File: config.mk
export PLATFORM = sky130hd
export DESIGN_NAME = nest_irq_ctrl
export DESIGN_NICKNAME = d
export VERILOG_FILES = /design/src/rtl/nic_pkg.sv /design/src/rtl/nic_cfg_regs.sv /design/src/rtl/nic_arbiter.sv /design/src/rtl/nic_inservice.sv /design/src/rtl/nest_irq_ctrl.sv
export SDC_FILE = /design/constraint.sdc
export NUM_CORES = 1
export LEC_CHECK = 0
export ABC_CLOCK_PERIOD_IN_PS = 31700
export BUFFER_PORTS_ARGS = -buffer_cell sky130_fd_sc_hd__buf_2
export CORE_MARGIN = 1.5
export CORE_UTILIZATION = 61
export CTS_BUF_LIST = sky130_fd_sc_hd__clkbuf_8
export DETAILED_ROUTE_END_ITERATION = 16
export GPL_TIMING_DRIVEN = 0
export PLACE_DENSITY_LB_ADDON = 0.3
export SYNTH_ARGS = -nofsm -noshare
export SYNTH_HDL_FRONTEND = slang
export SYNTH_SLANG_ARGS = --single-unit
File: constraint.sdc
create_clock -name clk -period 31.7 [get_ports clk]
set_input_delay 3.17 -clock clk [delete_from_list [all_inputs] [get_ports clk]]
set_output_delay 3.17 -clock clk [all_outputs]
set_load 0.01 [all_outputs]
File: src/rtl/nic_pkg.sv
package nic_pkg;
  parameter int unsigned NIC_SRC_DEFAULT = 8;
  parameter int unsigned NIC_LVL_DEFAULT = 8;

  function automatic int unsigned idx_width(input int unsigned n);
    return (n > 1) ? $clog2(n) : 1;
  endfunction
endpackage

File: src/rtl/nic_cfg_regs.sv
module nic_cfg_regs #(
  parameter int unsigned NSRC  = 8,
  parameter int unsigned SRC_W = 3,
  parameter int unsigned LVL_W = 3
) (
  input  logic                       clk,
  input  logic                       rst_n,
  input  logic                       we,
  input  logic [SRC_W-1:0]           idx,
  input  logic [LVL_W-1:0]           prio_wr,
  input  logic                       en_wr,
  output logic [NSRC-1:0][LVL_W-1:0] prio_q,
  output logic [NSRC-1:0]            en_q
);
  for (genvar g = 0; g < NSRC; g++) begin : g_src
    always_ff @(posedge clk) begin
      if (!rst_n) begin
        prio_q[g] <= '0;
        en_q[g]   <= 1'b0;
      end else if (we && (idx == SRC_W'(g))) begin
        prio_q[g] <= prio_wr;
        en_q[g]   <= en_wr;
      end
    end
  end
endmodule

File: src/rtl/nic_arbiter.sv
module nic_arbiter #(
  parameter int unsigned NSRC  = 8,
  parameter int unsigned SRC_W = 3,
  parameter int unsigned LVL_W = 3
) (
  input  logic [NSRC-1:0]            req,
  input  logic [NSRC-1:0]            en,
  input  logic [NSRC-1:0][LVL_W-1:0] prio,
  input  logic                       busy,
  input  logic [LVL_W-1:0]           cur_lvl,
  output logic                       found,
  output logic [SRC_W-1:0]           win_idx,
  output logic [LVL_W-1:0]           win_lvl
);
  always_comb begin
    found   = 1'b0;
    win_idx = '0;
    win_lvl = '0;
    for (int i = 0; i < NSRC; i++) begin
      if (req[i] && en[i] && (!busy || (prio[i] > cur_lvl)) &&
          (!found || (prio[i] > win_lvl))) begin
        found   = 1'b1;
        win_idx = SRC_W'(i);
        win_lvl = prio[i];
      end
    end
  end
endmodule

File: src/rtl/nic_inservice.sv
module nic_inservice #(
  parameter int unsigned NLVL  = 8,
  parameter int unsigned LVL_W = 3
) (
  input  logic             clk,
  input  logic             rst_n,
  input  logic             push,
  input  logic [LVL_W-1:0] push_lvl,
  input  logic             pop,
  output logic [NLVL-1:0]  mask,
  output logic             busy,
  output logic [LVL_W-1:0] cur_lvl
);
  always_comb begin
    cur_lvl = '0;
    for (int i = 0; i < NLVL; i++) begin
      if (mask[i]) cur_lvl = LVL_W'(i);
    end
  end

  assign busy = |mask;

  always_ff @(posedge clk) begin
    if (!rst_n) begin
      mask <= '0;
    end else if (push) begin
      mask[push_lvl] <= 1'b1;
    end else if (pop && busy) begin
      mask[cur_lvl] <= 1'b0;
    end
  end
endmodule

File: src/rtl/nest_irq_ctrl.sv
module nest_irq_ctrl
  import nic_pkg::*;
#(
  parameter int unsigned NSRC  = NIC_SRC_DEFAULT,
  parameter int unsigned NLVL  = NIC_LVL_DEFAULT,
  parameter int unsigned SRC_W = idx_width(NSRC),
  parameter int unsigned LVL_W = idx_width(NLVL)
) (
  input  logic             clk,
  input  logic             rst_n,
  input  logic [NSRC-1:0]  req_i,
  input  logic             cfg_we,
  input  logic [SRC_W-1:0] cfg_idx,
  input  logic [LVL_W-1:0] cfg_prio,
  input  logic             cfg_en,
  input  logic             ack_i,
  input  logic             eoi_i,
  input  logic             reen_i,
  output logic             irq_o,
  output logic [SRC_W-1:0] vec_o,
  output logic             busy_o,
  output logic [LVL_W-1:0] cur_lvl_o
);
  logic [NSRC-1:0][LVL_W-1:0] prio_q;
  logic [NSRC-1:0]            en_q;
  logic [NLVL-1:0]            is_mask;
  logic                       found;
  logic [SRC_W-1:0]           win_idx;
  logic [LVL_W-1:0]           win_lvl;
  logic                       fwd_en;
  logic                       take;

  nic_cfg_regs #(.NSRC(NSRC), .SRC_W(SRC_W), .LVL_W(LVL_W)) u_cfg (
    .clk(clk), .rst_n(rst_n), .we(cfg_we), .idx(cfg_idx),
    .prio_wr(cfg_prio), .en_wr(cfg_en), .prio_q(prio_q), .en_q(en_q)
  );

  nic_arbiter #(.NSRC(NSRC), .SRC_W(SRC_W), .LVL_W(LVL_W)) u_arb (
    .req(req_i), .en(en_q), .prio(prio_q), .busy(busy_o), .cur_lvl(cur_lvl_o),
    .found(found), .win_idx(win_idx), .win_lvl(win_lvl)
  );

  assign irq_o = fwd_en & found;
  assign take  = ack_i & irq_o;

  nic_inservice #(.NLVL(NLVL), .LVL_W(LVL_W)) u_isr (
    .clk(clk), .rst_n(rst_n), .push(take), .push_lvl(win_lvl),
    .pop(eoi_i), .mask(is_mask), .busy(busy_o), .cur_lvl(cur_lvl_o)
  );

  always_ff @(posedge clk) begin
    if (!rst_n) begin
      fwd_en <= 1'b0;
      vec_o  <= '0;
    end else if (take) begin
      fwd_en <= 1'b0;
      vec_o  <= win_idx;
    end else if (reen_i) begin
      fwd_en <= 1'b1;
    end
  end
endmodule

==> run_results.csv, run 1 <==
group,metric,value,unit
cts,postCtsSetupRepairBufs,0,
finish,fillers,463,
logic_synthesis,syn-cell-area,0.00357,mm²
worst_setup_path,ff2ff_path_depth,67,
cts,clk_path_buf_depth,2,
route,drtIter0Drc,197,
sta,final.setup.tns,0,ns
cts,root_buffer,"clkbuf_8",
finish,fin_nets,496,
worst_setup_path,r2r-end,"u_isr.mask[0]",
placement,dp_hpwl,6790,µm
sta,max_freq,70.1,MHz
hold_path,min_path_cells,2,
worst_setup_path,required,31.88,ns
worst_setup_path,cpPeakStageDelay,0.45,ns
worst_setup_path,crit_buf_inv,7,
route,num_vias,3194,
route,route.detailed.drc,0,
worst_setup_path,cp-start-kind,"primary input",
cts,cts.sinks,44,
cts,path_clk_slew,0.09,ns
finish,finish.utilization,69.7,%
cts,h-tree-depth,2,
logic_synthesis,syn_nets,469,
job,maxCapViolCount,0,
floorplan,fp-row-count,27,
cts,numCtsBuffers,5,
sta,period_share,45.0,%
finish,n_antenna_cell,0,
logic_synthesis,ys.flop_type,"dfxtp_1",
logic_synthesis,syn_avg_cell_area,8.85,µm²
logic_synthesis,ys_types,63,
logic_synthesis,synth_edf_count,0,
sta,setup_viol,0,
sta,slew_viol_final,0,
floorplan,core,0.00557,mm²
floorplan,start_util,64.1,%
route,drtPass1Iterations,5,
floorplan,die-width,79.5,µm
cts,clk_latency,0.30,ns
hold_path,hp-start,"u_cfg.prio_q[6]",
sta,finalCriticalPeriod,14.28,ns
logic_synthesis,ys_async_sr_fraction,0,%
global_routing,antenna_found_initial,0,
logic_synthesis,synth.area.top_cells,"dfxtp_1, ha_1, mux2i_1",
power,leakagePower,0.00166,µW
cts,cts_tree,"yes",
sta,fin_skew,0.0108,ns
cts,ctsResizeCount,0,
worst_setup_path,reg2reg_slack,18.68,ns
global_routing,grt_start_max_net_pins,15,
worst_setup_path,crit_family,"compound AO/OA/AOI/OAI gates",
logic_synthesis,synth_top_area_cell,"dfxtp_1",
global_routing,overflow,0,
worst_setup_path,worstPathArrival,14.46,ns
worst_setup_path,path_class,"in -> reg",
finish,final_cell_mix,"ha_1, dfxtp_1, nor2b_1",
global_routing,grt_use_total,29.9,%
sta,finalHoldViolCount,0,
global_routing,grt_pass1_wl,14600,µm
sta,worst_slack,17.42,ns
worst_setup_path,r2r_start,"u_isr.mask[2]",
placement,io_buffer_count,20,
placement,place_ws,17.34,ns
logic_synthesis,ys_seq_elements,44,
power,irDropWorstVdd,0.0218,mV
power,p_per_area,31.2,mW/mm²
worst_setup_path,endpoint_kind,"flop",
finish,syn2layout_area_growth,8.72,%
route,viasPerCell,6.34,
route,wl_per_cell,17.8,µm
hold_path,hold_path_end,"u_cfg.prio_q[6]",
worst_setup_path,crit_path_frequent_cell,"o21ai_0",
route,wirelength,8980,µm
worst_setup_path,critPathMaxFanout,10,
sta,worst_pin_slew,0.932,ns
route,ant_nets,0,
sta,relSlewSlack,37.4,%
floorplan,die-height,79.5,µm
floorplan,ios,29,
logic_synthesis,yosysTopAreaCellShare,24.6,%
logic_synthesis,ys_warn_count,0,
global_routing,grt_pass1_vias,3040,
placement,place.gp.congestion,0.932,
sta,rsz0062_at_grt,"no",
worst_setup_path,crit_slowest_cell,"a222oi_1",
floorplan,die_area,0.00633,mm²
logic_synthesis,seq_area_frac_synth,24.6,%
finish,drive_gt1_share,11.3,%
sta,whs,0.522,ns
outcome,status,"finished, final reports clean",
logic_synthesis,syn_inst,404,
hold_path,hold_path.class,"reg -> reg",
cts,cts_hold_buf,0,
## cells in the mapped netlist, drive strengths merged, types with 3 or more instances
master,instances
o31ai,6
o21a,14
dfxtp,44
o41ai,7
ha,44
o21ai,23
and2,6
or4,3
mux2i,34
a21oi,17
nor3,4
nand4b,3
a31oi,3
nand3b,3
a21o,4
nand2,22
clkbuf,12
nor2b,43
o211ai,9
o211a,5
nor2,17
and3,3
or3,3
o31a,3
nand3,17
inv,23
o311ai,3
## worst max-delay path by stage
stage / start / to / slack, ns / depth (start not counted)
2_1_floorplan: req_i[0] / u_isr.mask[0] / 18.76 / 58
3_3_place_gp: req_i[0] / u_isr.mask[0] / 17.56 / 59
3_5_place_dp: req_i[0] / u_isr.mask[0] / 17.34 / 59
6_report: req_i[0] / u_isr.mask[0] / 17.42 / 59
4_1_cts: req_i[0] / u_isr.mask[0] / 17.61 / 59
5_1_grt: req_i[0] / u_isr.mask[0] / 16.43 / 61
## worst reg2reg max path: cells and delay by family (launching register included)
family          cells  cell delay (ns)
compound gates     34             7.14
fa+ha+maj           8             2.43
simple gates       17             2.12
buf+inv             8             0.80
flops               1             0.40
## area by class of cell
type / count / area, µm² / area share (%)
multi-input combinational: 324 / 2550 / 65.5
sequential: 44 / 881 / 22.7
timing repair buffer: 20 / 100 / 2.58
inverter: 23 / 93.8 / 2.42
tap: 72 / 90.1 / 2.32
clock buffer: 6 / 82.6 / 2.13
buffer: 13 / 52.6 / 1.35
clock inverter: 2 / 38.8 / 0.998
## layer usage
| metal | wire length [µm] | vias to the layer above | GRT usage [%] |
|---|---|---|---|
| met2 | 4170 | 110 | 48.8 |
| met4 | 92 | 0 | 8.07 |
| met5 | 0 | - | 0 |
| li1 | - | 1560 | - |
| met1 | 4140 | 1513 | 40.5 |
| met3 | 576 | 11 | 5.26 |
## power breakdown
part           internal (µW)  switching, µW
clock network           25.8           20.9
registers               56.3           1.13
logic                   7.12           9.73
total                   89.3           31.8
## through the flow
| stage | area, µm² | total power (µW) | cells |
|---|---|---|---|
| floorplan | 3570 | 70.4 | 404 |
| global placement | 3760 | 74.5 | 496 |
| detailed placement | 3760 | 75.2 | 496 |
| CTS | 3880 | 122 | 504 |
| global route | 3880 | 126 | 504 |
| finish | 3880 | 121 | 504 |
## cells by family after synthesis
group,share of synthesized area [%]
compound gates,24.2
buf+inv,4.10
fa+ha+maj,15.4
flops,24.6
simple gates,21.4
mux,10.3
## registers in the layout (all words and copies together) (netlist names)
register	cells
u_cfg.prio_q	24
u_cfg.en_q	8
u_isr.mask	8
vec_o	3
fwd_en	1
No activity file was read; power rests on OpenSTA's default activity.
==> run 2: changes to the inputs <==
--- a/config.mk
+++ b/config.mk
@@ -5,10 +5,10 @@
 export SDC_FILE = /design/constraint.sdc
 export NUM_CORES = 1
 export LEC_CHECK = 0
-export ABC_CLOCK_PERIOD_IN_PS = 31700
+export ABC_CLOCK_PERIOD_IN_PS = 11470
 export BUFFER_PORTS_ARGS = -buffer_cell sky130_fd_sc_hd__buf_2
 export CORE_MARGIN = 1.5
-export CORE_UTILIZATION = 61
+export CORE_UTILIZATION = 57
 export CTS_BUF_LIST = sky130_fd_sc_hd__clkbuf_8
 export DETAILED_ROUTE_END_ITERATION = 16
 export GPL_TIMING_DRIVEN = 0
==> constraint.sdc (replaced) <==
create_clock -name clk -period 11.47 [get_ports clk]
set_input_delay 1.147 -clock clk [delete_from_list [all_inputs] [get_ports clk]]
set_output_delay 1.147 -clock clk [all_outputs]
set_load 0.01 [all_outputs]
==> run_results.csv, run 2 (synthesized netlist as in run 1, its figures left out) <==
group,metric,value,unit
sta,rsz0062_at_grt,"yes",
power,pwr-share-comb,20.1,%
outcome,violations,"negative setup slack",
sta,final.setup.tns,-0.803,ns
worst_setup_path,path_class,"reg -> reg",
worst_setup_path,r2r_start,"u_isr.mask[2]",
sta,worst_pin_slew,0.891,ns
global_routing,grt_start_max_net_pins,16,
worst_setup_path,startpoint,"u_isr.mask[2]",
placement,place_ws,-1.53,ns
hold_path,hold_path.class,"reg -> reg",
floorplan,start_util,59.6,%
cts,cts_tree,"yes",
finish,final_cell_mix,"buf_4, dfxtp_1, nor2b_1",
floorplan,ios,29,
outcome,status,"complete, but fails checks",
cts,cts.sinks,44,
cts,root_buffer,"clkbuf_8",
global_routing,grt_pass1_vias,3163,
worst_setup_path,cpPeakStageDelay,0.38,ns
finish,reg_top3,"u_cfg.prio_q x24, u_cfg.en_q x8, u_isr.mask x8",
cts,cts_hold_buf,0,
route,num_vias,3694,
finish,fin_cells,554,
sta,max_freq,85.9,MHz
sta,period_share,101,%
cts,h-tree-depth,2,
sta,finalHoldViolCount,0,
power,p_per_area,69.7,mW/mm²
sta,relSlewSlack,40.5,%
worst_setup_path,endpoint_kind,"flop",
floorplan,die-height,82.2,µm
power,p_int,229,µW
sta,slew_viol_final,0,
worst_setup_path,cp.depth,72,
power,swShare,31.4,%
placement,io_buffer_count,20,
worst_setup_path,crit_buf_inv,11,
power,irDropWorstVdd,0.0605,mV
route,wl_per_cell,21.0,µm
finish,final_cell_area,0.00479,mm²
power,seqPwrFrac,47.7,%
global_routing,antenna_found_initial,0,
job,maxCapViolCount,0,
power,leakagePower,0.00204,µW
placement,dpl_cell_area,0.00377,mm²
cts,path_clk_slew,0.10,ns
finish,n_antenna_cell,0,
global_routing,grt_use_total,30.7,%
floorplan,core,0.00599,mm²
route,wirelength,11700,µm
worst_setup_path,required,11.69,ns
worst_setup_path,worstPathArrival,11.86,ns
placement,place.gp.congestion,0.927,
global_routing,overflow,0,
floorplan,die-width,82.2,µm
sta,finalCriticalPeriod,11.64,ns
worst_setup_path,r2r-end,"u_isr.mask[6]",
finish,fin_nets,543,
route,drtIter0Drc,355,
cts,clk_latency,0.31,ns
worst_setup_path,ff2ff_path_depth,72,
route,route.detailed.drc,0,
route,ant_nets,0,
cts,clk_path_buf_depth,2,
worst_setup_path,cp-start-kind,"flop",
worst_setup_path,critPathMaxFanout,6,
worst_setup_path,endpoint,"u_isr.mask[6]",
sta,fin_skew,0.00820,ns
power,clockPowerShare,32.2,%
route,drtPass1Iterations,7,
worst_setup_path,crit_slowest_cell,"dfxtp_4",
worst_setup_path,crit_path_frequent_cell,"o21a_1",
floorplan,die_area,0.00675,mm²
finish,drive_gt1_share,35.5,%
worst_setup_path,crit_family,"compound AO/OA/AOI/OAI gates",
global_routing,grt_pass1_wl,15400,µm
placement,dp.cells,499,
power,power.switching,105,µW
finish,syn2layout_area_growth,34.0,%
floorplan,fp-row-count,28,
placement,dp_hpwl,6970,µm
finish,regMostFlops,"u_cfg.prio_q",
finish,layout_commonest_cell,"buf_4",
worst_setup_path,reg2reg_slack,-0.17,ns
sta,worst_slack,-0.167,ns
cts,numCtsBuffers,5,
sta,setup_viol,8,
finish,largest_reg_flops,24,
route,viasPerCell,6.67,
finish,fillers,357,
[run 2: cell count changes in the layout (fill, tap and decap cells not counted), sizes merged]
cell | previous run | this run
clkinvlp | 0 | 2
bufinv | 1 | 0
buf | 21 | 68
clkbuf | 18 | 17
[run 2: area by class of cell]
class | count | area [µm²] | share of cell area, %
Tap cell | 75 | 93.8 | 1.96
Clock inverter | 3 | 23.8 | 0.496
Sequential cell | 44 | 890 | 18.6
Multi-Input combinational cell | 324 | 3090 | 64.5
Buffer | 13 | 56.3 | 1.18
Inverter | 23 | 96.3 | 2.01
Timing Repair Buffer | 67 | 473 | 9.87
Clock buffer | 5 | 68.8 | 1.44
[run 2: how the worst min path moves through the flow]
| stage | to | cells past startpoint | slack, ns | startpoint |
|---|---|---|---|---|
| 6_report | u_cfg.en_q[4] | 2 | 0.53 | u_cfg.en_q[4] |
| 5_1_grt | u_isr.mask[0] | 2 | 0.55 | u_isr.mask[0] |
| 4_1_cts | u_isr.mask[0] | 2 | 0.50 | u_isr.mask[0] |
| 3_5_place_dp | u_isr.mask[0] | 2 | 0.48 | u_isr.mask[0] |
| 3_3_place_gp | u_isr.mask[0] | 2 | 0.49 | u_isr.mask[0] |
| 2_1_floorplan | u_isr.mask[0] | 2 | 0.45 | u_isr.mask[0] |
[run 2: power groups by stage]
stage               registers, µW  clock network, µW  logic (µW)
floorplan                     161                  0        33.2
global placement              162                  0        43.9
detailed placement            162                  0        45.6
CTS                           159                106        50.4
global route                  159                112        71.8
finish                        159                107        67.2
[run 2: worst min-delay path: stages (launching register included)]
cell and delay, ns:
dfxtp_1 0.32, mux2i_1 0.12, nor2b_1 0.05
[run 2: timing repair]
item / in CTS / in global routing
setup endpoints to repair: 11 / 11
gates resized for setup: 32 / 87
pin swaps: 12 / 56
buffers inserted: 24 / 24
[run 2: routing by layer]
layer	global-route usage, %	routed length (µm)	vias to the layer above	part of all wire (%)
li1	-	-	1653	-
met1	38.5	4610	1783	40
met2	53.4	5710	210	49
met3	5.27	944	48	8.1
met4	8.98	391	0	3.4
met5	0	0	-	0
[run 2: metrics by stage]
step	hold WS (ns)	util, %	total power [µW]
2_1_floorplan	0.452	-	195
3_3_place_gp	0.494	62.9	206
3_5_place_dp	0.483	62.9	208
4_1_cts	0.502	69.2	315
5_1_grt	0.549	79.9	344
6_report	0.527	79.9	334
==> run 3: changes to the inputs <==
--- a/config.mk
+++ b/config.mk
@@ -13,6 +13,7 @@
 export DETAILED_ROUTE_END_ITERATION = 16
 export GPL_TIMING_DRIVEN = 0
 export PLACE_DENSITY_LB_ADDON = 0.3
+export SETUP_SLACK_MARGIN = 0.15
 export SYNTH_ARGS = -nofsm -noshare
 export SYNTH_HDL_FRONTEND = slang
 export SYNTH_SLANG_ARGS = --single-unit
==> run_results.csv, run 3 (synthesized netlist as in run 1, its figures left out) <==
group,metric,value,unit
outcome,status,"complete, but fails checks",
worst_setup_path,endpoint_kind,"flop",
worst_setup_path,ff2ff_path_depth,73,
cts,cts.sinks,44,
global_routing,top_usage_layer,"met2",
cts,numCtsBuffers,5,
power,clockPowerShare,31.3,%
global_routing,grt_use_total,32.0,%
route,wl_per_cell,24.3,µm
cts,clk_latency,0.31,ns
floorplan,ios,29,
cts,clk_path_buf_depth,2,
finish,reg_top3,"u_cfg.prio_q x24, u_cfg.en_q x8, u_isr.mask x8",
sta,slew_viol_final,0,
worst_setup_path,reg2reg_slack,-0.36,ns
floorplan,die-height,82.2,µm
sta,relSlewSlack,24.5,%
floorplan,start_util,59.6,%
worst_setup_path,path_class,"reg -> reg",
sta,setup_viol,8,
floorplan,core,0.00599,mm²
global_routing,overflow,0,
placement,place.gp.congestion,0.927,
finish,regMostFlops,"u_cfg.prio_q",
power,finalPower,343,µW
finish,layout_commonest_cell,"buf_4",
worst_setup_path,worstPathArrival,12.04,ns
route,drtIter0Drc,470,
route,ant_nets,0,
placement,dp_hpwl,6970,µm
power,swShare,32.2,%
power,irDropWorstVdd,0.0600,mV
global_routing,met2_usage,54.4,%
global_routing,grt_pass1_vias,3311,
worst_setup_path,crit_slowest_cell,"a221oi_4",
cts,path_clk_slew,0.10,ns
route,route.detailed.drc,0,
worst_setup_path,critPathMaxFanout,5,
power,p_int,233,µW
worst_setup_path,r2r_start,"u_isr.mask[2]",
global_routing,grt_use_met3,5.49,%
route,num_vias,4115,
floorplan,die_area,0.00675,mm²
global_routing,grt_pass1_wl,16100,µm
sta,max_freq,84.6,MHz
global_routing,grt_start_max_net_pins,16,
cts,cts_hold_buf,0,
route,drtPass1Iterations,5,
floorplan,die-width,82.2,µm
power,pwr-share-comb,22.2,%
worst_setup_path,cpPeakStageDelay,0.39,ns
sta,rsz0062_at_grt,"yes",
finish,fin_nets,571,
finish,fin_cells,582,
route,wirelength,14200,µm
worst_setup_path,required,11.69,ns
finish,largest_reg_flops,24,
global_routing,antenna_found_initial,0,
cts,cts_tree,"yes",
power,seqPwrFrac,46.5,%
hold_path,hold_path_end,"u_isr.mask[0]",
finish,drive_gt1_share,40.2,%
power,power.switching,110,µW
hold_path,min_path_cells,2,
hold_path,hp-start,"u_isr.mask[0]",
power,p_per_area,67.7,mW/mm²
placement,dp.cells,499,
sta,worst_slack,-0.356,ns
sta,fin_skew,0.00537,ns
power,leakagePower,0.00219,µW
finish,syn2layout_area_growth,41.8,%
route,viasPerCell,7.07,
sta,worst_pin_slew,1.13,ns
worst_setup_path,r2r-end,"u_isr.mask[6]",
sta,finalCriticalPeriod,11.83,ns
worst_setup_path,startpoint,"u_isr.mask[2]",
floorplan,fp-row-count,28,
sta,finalHoldViolCount,0,
cts,root_buffer,"clkbuf_8",
cts,h-tree-depth,2,
finish,n_antenna_cell,0,
outcome,violations,"negative setup slack",
placement,io_buffer_count,20,
hold_path,hold_path.class,"reg -> reg",
worst_setup_path,cp-start-kind,"flop",
global_routing,gr-usage-met1,40.3,%
sta,period_share,103,%
finish,final_cell_mix,"buf_4, dfxtp_1, nor2b_1",
job,maxCapViolCount,0,
run 3: cell count changes in the layout (fill, tap and decap cells not counted), sizes merged:
cell / previous run / this run
buf: 68 / 96
run 3: what timing repair did:
action / CTS / global route
setup endpoints to repair: 11 / 11
gates resized for setup: 40 / 94
cloned: 0 / 0
pin swaps: 23 / 62
buffers inserted: 40 / 35
run 3: worst max-delay path: cells and delay by family (launching register included):
kind,cells,cell delay [ns]
multiplexers,1,0.33
AND/OR/NAND/NOR,17,2.02
flip-flops,1,0.37
adder cells (fa/ha/maj),8,1.88
buffers and inverters,12,1.17
AO/OA/AOI/OAI,35,5.96
run 3: through the flow:
step | util, % | hold WS [ns] | instance area, µm² | setup TNS [ns] | setup WS (ns)
2_1_floorplan | - | 0.452 | 3570 | 0 | 0.380
3_3_place_gp | 62.9 | 0.494 | 3770 | -11.84 | -1.19
3_5_place_dp | 62.9 | 0.483 | 3770 | -15.17 | -1.53
4_1_cts | 71.8 | 0.518 | 4300 | 0 | 0.159
5_1_grt | 84.6 | 0.534 | 5070 | -5.35 | -0.678
6_report | 84.6 | 0.521 | 5070 | -2.12 | -0.356
run 3: layout make-up:
| class | instances | area [µm²] |
|---|---|---|
| sequential | 44 | 887 |
| clock inverter | 3 | 23.8 |
| fill | 306 | 923 |
| inverter | 23 | 96.3 |
| timing repair buffer | 95 | 706 |
| clock buffer | 5 | 68.8 |
| buffer | 13 | 56.3 |
| tap | 75 | 93.8 |
| multi-input combinational | 324 | 3140 |
run 3: metal layers:
layer / vias to the layer above / wire, µm / part of all wire [%]
met5: - / 0 / 0
met4: 0 / 1000 / 7.1
met3: 119 / 1550 / 11
met2: 360 / 6510 / 46
met1: 1926 / 5090 / 36
li1: 1710 / - / -
run 3: power by group through the flow:
stage | Clock, µW | Sequential (µW) | Combinational [µW]
floorplan | 0 | 161 | 33.2
detailed placement | 0 | 162 | 45.6
finish | 107 | 160 | 76.0
global route | 112 | 160 | 78.7
global placement | 0 | 162 | 43.9
CTS | 106 | 159 | 53.1
run 3: worst max-delay path by stage:
stage / slack [ns] / cells past startpoint / endpoint
global route: -0.68 / 73 / u_isr.mask[6]
finish: -0.36 / 73 / u_isr.mask[6]
detailed placement: -1.53 / 61 / u_isr.mask[5]
global placement: -1.19 / 61 / u_isr.mask[4]
floorplan: 0.38 / 67 / u_isr.mask[2]
CTS: 0.16 / 66 / u_isr.mask[4]
